## src/rtl/tdma_arb_agent.sv

```systemverilog
module tdma_arb_agent #(
  parameter int N_AGENTS = 4,
  parameter int AGENT_ID = 0,
  parameter int N_PAGES  = 2,
  parameter int N_SLOTS  = 4,
  parameter int CNT_W    = 8,
  localparam int AG_W    = $clog2(N_AGENTS),
  localparam int PG_W    = (N_PAGES > 1) ? $clog2(N_PAGES) : 1,
  localparam int N_WORDS = 2 + 3 * N_SLOTS + N_AGENTS,
  localparam int ADR_W   = $clog2(N_WORDS)
) (
  input  logic                clk,
  input  logic                rst_n,
  input  logic                tx_req_i,
  output logic                req_o,
  output logic                lock_o,
  output logic                grant_o,
  input  logic [N_AGENTS-1:0] bus_req_i,
  input  logic                bus_lock_i,
  input  logic                resync_i,
  input  logic [PG_W-1:0]     page_sel_i,
  input  logic                cfg_we_i,
  input  logic [PG_W-1:0]     cfg_page_i,
  input  logic [ADR_W-1:0]    cfg_addr_i,
  input  logic [CNT_W-1:0]    cfg_wdata_i
);

  localparam int A_LEN   = 0;
  localparam int A_MODE  = 1;
  localparam int A_START = 2;
  localparam int A_SLEN  = 2 + N_SLOTS;
  localparam int A_OWN   = 2 + 2 * N_SLOTS;
  localparam int A_CAP   = 2 + 3 * N_SLOTS;

  logic [CNT_W-1:0] cfg_q [N_PAGES][N_WORDS];
  logic [CNT_W-1:0] act   [N_WORDS];
  logic [PG_W-1:0]  page_q;
  logic [CNT_W-1:0] cnt_q;
  logic [AG_W-1:0]  rr_q;
  logic             lock_q;
  logic [CNT_W-1:0] wcnt_q, cap_q;

  always_ff @(posedge clk or negedge rst_n)
    if (!rst_n) begin
      for (int p = 0; p < N_PAGES; p++)
        for (int w = 0; w < N_WORDS; w++)
          cfg_q[p][w] <= '0;
    end else if (cfg_we_i && int'(cfg_addr_i) < N_WORDS) begin
      cfg_q[cfg_page_i][cfg_addr_i] <= cfg_wdata_i;
    end

  for (genvar w = 0; w < N_WORDS; w++) begin : g_act
    assign act[w] = cfg_q[page_q][w];
  end

  logic [CNT_W-1:0] flen;
  logic             mode_rr, wrap, boundary;
  assign flen     = act[A_LEN];
  assign mode_rr  = act[A_MODE][0];
  assign wrap     = (flen <= CNT_W'(1)) || (cnt_q >= flen - CNT_W'(1));
  assign boundary = wrap || resync_i;

  always_ff @(posedge clk or negedge rst_n)
    if (!rst_n) begin
      cnt_q  <= '0;
      page_q <= '0;
    end else begin
      cnt_q <= boundary ? '0 : cnt_q + CNT_W'(1);
      if (boundary) page_q <= page_sel_i;
    end

  logic [N_SLOTS-1:0] hit_v;
  logic [AG_W-1:0]    own_v [N_SLOTS];

  for (genvar s = 0; s < N_SLOTS; s++) begin : g_slot
    logic [CNT_W:0] lo, hi;
    assign lo       = {1'b0, act[A_START+s]};
    assign hi       = lo + {1'b0, act[A_SLEN+s]};
    assign hit_v[s] = act[A_OWN+s][CNT_W-1] && ({1'b0, cnt_q} >= lo) && ({1'b0, cnt_q} < hi);
    assign own_v[s] = act[A_OWN+s][AG_W-1:0];
  end

  logic            slot_hit;
  logic [AG_W-1:0] slot_own;
  always_comb begin
    slot_hit = 1'b0;
    slot_own = '0;
    for (int s = N_SLOTS - 1; s >= 0; s--)
      if (hit_v[s]) begin
        slot_hit = 1'b1;
        slot_own = own_v[s];
      end
  end

  logic [AG_W-1:0] pr_win, rr_win;
  always_comb begin
    pr_win = '0;
    for (int a = N_AGENTS - 1; a >= 0; a--)
      if (bus_req_i[a]) pr_win = AG_W'(a);
  end

  always_comb begin
    int j;
    rr_win = '0;
    for (int k = N_AGENTS; k >= 1; k--) begin
      j = int'(rr_q) + k;
      if (j >= N_AGENTS) j = j - N_AGENTS;
      if (bus_req_i[j]) rr_win = AG_W'(j);
    end
  end

  logic            win_vld, arb_fire, win_self;
  logic [AG_W-1:0] win;
  assign win      = slot_hit ? slot_own : (mode_rr ? rr_win : pr_win);
  assign win_vld  = slot_hit ? bus_req_i[slot_own] : |bus_req_i;
  assign arb_fire = !bus_lock_i && win_vld;
  assign win_self = arb_fire && (win == AG_W'(AGENT_ID));

  always_ff @(posedge clk or negedge rst_n)
    if (!rst_n) rr_q <= AG_W'(N_AGENTS - 1);
    else if (arb_fire) rr_q <= win;

  logic [CNT_W-1:0] cap_raw, cap_eff;
  logic             ending;
  assign cap_raw = act[A_CAP+AGENT_ID];
  assign cap_eff = (cap_raw == '0) ? CNT_W'(1) : cap_raw;
  assign ending  = !tx_req_i || (wcnt_q == cap_q - CNT_W'(1));
  assign lock_o  = lock_q && !ending;
  assign grant_o = lock_q && tx_req_i;
  assign req_o   = tx_req_i && !lock_o;

  always_ff @(posedge clk or negedge rst_n)
    if (!rst_n) begin
      lock_q <= 1'b0;
      wcnt_q <= '0;
      cap_q  <= CNT_W'(1);
    end else if (win_self) begin
      lock_q <= 1'b1;
      wcnt_q <= '0;
      cap_q  <= cap_eff;
    end else if (lock_q && ending) begin
      lock_q <= 1'b0;
    end else if (grant_o) begin
      wcnt_q <= wcnt_q + CNT_W'(1);
    end

  a_r9_no_preempt: assert property (@(posedge clk) disable iff (!rst_n)
    $rose(lock_q) |-> !$past(bus_lock_i));

  a_r10_word_cap: assert property (@(posedge clk) disable iff (!rst_n)
    lock_q |-> (wcnt_q < cap_q));

  a_r4_page_at_boundary: assert property (@(posedge clk) disable iff (!rst_n)
    (page_q != $past(page_q)) |-> (cnt_q == '0));

  a_r2_cnt_step: assert property (@(posedge clk) disable iff (!rst_n)
    (!resync_i && flen > CNT_W'(1) && cnt_q < flen - CNT_W'(1)) |=> (cnt_q == $past(cnt_q) + CNT_W'(1)));

  a_r6_slot_owner_only: assert property (@(posedge clk) disable iff (!rst_n)
    ($rose(lock_q) && $past(slot_hit)) |-> ($past(slot_own) == AG_W'(AGENT_ID)));

endmodule

```

## config.mk

```make
export PLATFORM = sky130hd
export DESIGN_NAME = tdma_arb_agent
export DESIGN_NICKNAME = d
export VERILOG_FILES = /design/src/rtl/tdma_arb_agent.sv
export SDC_FILE = /design/constraint.sdc
export NUM_CORES = 1
export LEC_CHECK = 0
export ABC_AREA = 1
export BUFFER_PORTS_ARGS = -buffer_cell sky130_fd_sc_hd__buf_2
export CORE_UTILIZATION = 35
export CTS_CLUSTER_DIAMETER = 50
export DETAILED_ROUTE_END_ITERATION = 8
export GPL_TIMING_DRIVEN = 0
export SYNTH_ARGS = -nofsm -noshare
export SYNTH_HDL_FRONTEND = slang
export SYNTH_SLANG_ARGS = --single-unit
export TNS_END_PERCENT = 1
```

## constraint.sdc

```tcl
create_clock -name clk -period 4.6 [get_ports clk]
set_input_delay 0.92 -clock clk [delete_from_list [all_inputs] [get_ports clk]]
set_output_delay 0.92 -clock clk [all_outputs]
set_load 0.03 [all_outputs]
```

==> metrics.csv <==
stage,metric,value,unit
outcome,run status,finished clean,
grt,initial antenna violation count,1,
critical_path,Buf/Inv on CP,6,
synth,"count leader, synth",nand2_1,
timing,Hold Fails Final Rpt,0,
layout,layout cells sized above 1,12.4,%
synth,Post-synth EDFFs,0,
grt,number of global-route vias before repair,10400,
die,Row Count,69,
layout,FF/Latch Area,5360,um^2
clocking,CTS tree,done,
layout,fin cells,2159,
grt,largest net degree at the start of global routing,76,
synth,Synth area leader,dfrtp_1,
synth,"top cells by count, synth","nand2_1 (504), o21ai_0 (239), dfrtp_1 (211), inv_1 (134), ha_1 (105)",
routing,routed via count,11000,
routing,Pre-antenna DRT Iters,5,
routing,initial drt markers,713,
layout,Final Cell Area,14900,um^2
timing,Final period util,95.3,%
synth,Mapped Cells,1603,
timing,max-slew violations,0,
critical_path,top cell family by delay on the critical path,simple AND/OR/NAND/NOR gates,
power_and_ir_drop,P_leak,7.61,nW
synth,dominant cells by area after synthesis,"dfrtp_1 (41%), nand2_1 (15%), ha_1 (10%)",
die,Initial Util,35.7,%
placed_design,GP Congestion,0.856,
die,Die Width,193,um
critical_path,maximum fanout along the worst path,10,
timing,Slew headroom,4.39,%
clocking,Skew-Pair Late Insertion Delay,560,ps
synth,Ys Warns,0,
placed_design,dpl hpwl,25.9,mm
die,IO Count,28,
timing,Finish-stage setup viols,0,
routing,Residual DRC,0,
critical_path,critical path required time,5030,ps
synth,synthesized area,12700,um^2
layout,Layout area overhead,17.1,%
critical_path,Setup CP Type,flip-flop to flip-flop,
flow_run,maximum capacitance violations,0,
placed_design,dpl cells,2093,
synth,post-synth top area share,41.5,%
clocking,Clock transition at path regs,60,ps
critical_path,Critical Path Most Common Cell,nand2_1,
layout,antenna cells,0,
die,Die Ht,193,um
critical_path,Worst path slowest cell,dfrtp_2,
critical_path,crit path DAT,4810,ps
timing,TNS Setup,0,ps
timing,max frequency,228,MHz
synth,post-synth cell types,48,
clocking,Clock Tree Buf Depth,3,
routing,Vias/cell,5.10,
critical_path,CP startpoint kind,flip-flop,
power_and_ir_drop,Pwr Density,492,nW/um^2
layout,FILL cells,3611,
grt,Total Routing Usage GR,20.6,%
clocking,CTS buffer count,29,
synth,ys async rst share,100,%
placed_design,PortBufs,27,
timing,clock skew,21.5,ps
synth,Mapped Nets,1737,
placed_design,area post-placement,13500,um^2
power_and_ir_drop,VDD IR-drop max,0.323,mV
die,core area,35700,um^2
synth,most used flip-flop cell after synthesis,dfrtp_1,
routing,post-route ant nets,0,
timing,Final min period,4380,ps
synth,"flops & latches, synth",214,
clocking,depth of the CTS H-tree,1,
clocking,Sink Count,214,
clocking,Root Buffer,clkbuf_16,
grt,grt ovf,0,
grt,first-pass GRT wire length,58.4,mm
layout,final layout net count,1810,
die,die area,37100,um^2
routing,WL/cell,17.3,um
routing,drt total wl,37.5,mm
critical_path,CP endpoint kind,flip-flop,
timing,Slew @ Worst Pin,1420,ps
layout,Multi-input gate area,6760,um^2
synth,syn_area_per_cell,7.94,um^2
synth,sequential area share after synthesis,42.1,%
critical_path,Max stage delay on crit path,420,ps
hold_path,Hold Crit Class,input pin to async pin,
## routing by layer
layer | wire, um | global-route usage (%) | vias to the layer above
li1 | - | - | 5407
met1 | 17200 | 28.4 | 5281
met2 | 17200 | 33.3 | 255
met3 | 1720 | 2.22 | 67
met4 | 1370 | 7.39 | 0
met5 | 0 | 0 | -
## cell type report
type | count | area share, %
Tap cell | 461 | 3.87
Buffer | 59 | 2.60
Clock inverter | 17 | 1.37
Sequential cell | 214 | 36.0
Timing Repair Buffer | 45 | 2.15
Clock buffer | 36 | 5.25
Inverter | 137 | 3.47
Multi-Input combinational cell | 1190 | 45.3
## state kept, by name, indices dropped and copies added, names as in the netlist
register  flops
cnt_q         8
lock_q        1
cfg_q       186
wcnt_q        8
rr_q          2
page_q        1
cap_q         8
## kinds of logic (layout without fill, tap and decap cells)
family | Yosys count | in the layout | synth area share, %
AOI/OAI and AO/OA | 323 | 323 | 13.5
buffers and inverters | 199 | 294 | 6.03
DFF | 214 | 214 | 42.1
and+or+nand+nor | 700 | 700 | 23.2
adders and majority gates | 109 | 109 | 10.9
xor gates and xnor gates | 49 | 49 | 3.54
muxes | 9 | 9 | 0.708
## worst reg2reg max path: cells and delay by family, from the launching register on
family / cells / cell delay [ps]
compound gates: 7 / 900
xor+xnor: 1 / 160
fa+ha+maj: 2 / 510
buf+inv: 6 / 680
flops: 1 / 420
simple gates: 13 / 1590
## cell usage in the layout, fill, tap and decap left out, types with 20 or more instances in the layout
cell type	n
a21oi_1	51
buf_2	28
buf_4	20
clkbuf_1	43
clkbuf_16	30
dfrtp_1	210
ha_1	100
inv_1	130
nand2_1	500
nand3_1	50
nor2_1	45
o21ai_0	225
or2_2	32
xor2_1	31
## what timing repair did
| item | 4_1_cts | 5_1_grt |
|---|---|---|
| pin swaps | 6 | 9 |
| endpoints found under the setup margin | 19 | 19 |
| resized for setup | 57 | 48 |
| buffers inserted | 5 | 11 |
| hold buffers | 0 | 0 |
## worst paths after layout
kind / startpoint / end / slack [ps] / depth (start not counted)
worst max-delay path: page_q / cap_q[6] / 220 / 29
worst min-delay path: rst_n / wcnt_q[2] / 330 / 1
worst max register to register: page_q / cap_q[6] / 220 / 29
worst min register to register: cap_q[0] / cap_q[0] / 470 / 2
max in group asynchronous: rst_n / cfg_q[228] / 3120 / 3
min in group clk: cap_q[0] / cap_q[0] / 470 / 2
## where the power goes
part	switching, W	total, W	leakage [nW]	internal [W]
registers	0.000147	0.00225	2.90	0.00210
clock network	0.000902	0.00229	0.483	0.00139
logic	0.00168	0.00280	4.23	0.00112
total	0.00273	0.00734	7.61	0.00461
## stage by stage
step                power, W  setup slack [ps]  hold WS (ps)  utilization, %
floorplan            0.00413              37.7           446               -
global placement     0.00473             -1550           459            37.7
detailed placement   0.00481             -1590           465            37.9
CTS                  0.00724              5.17           353            41.3
global route         0.00783             -23.3           371            41.8
finish               0.00734               217           326            41.8
(Power assumes the default switching activity.)
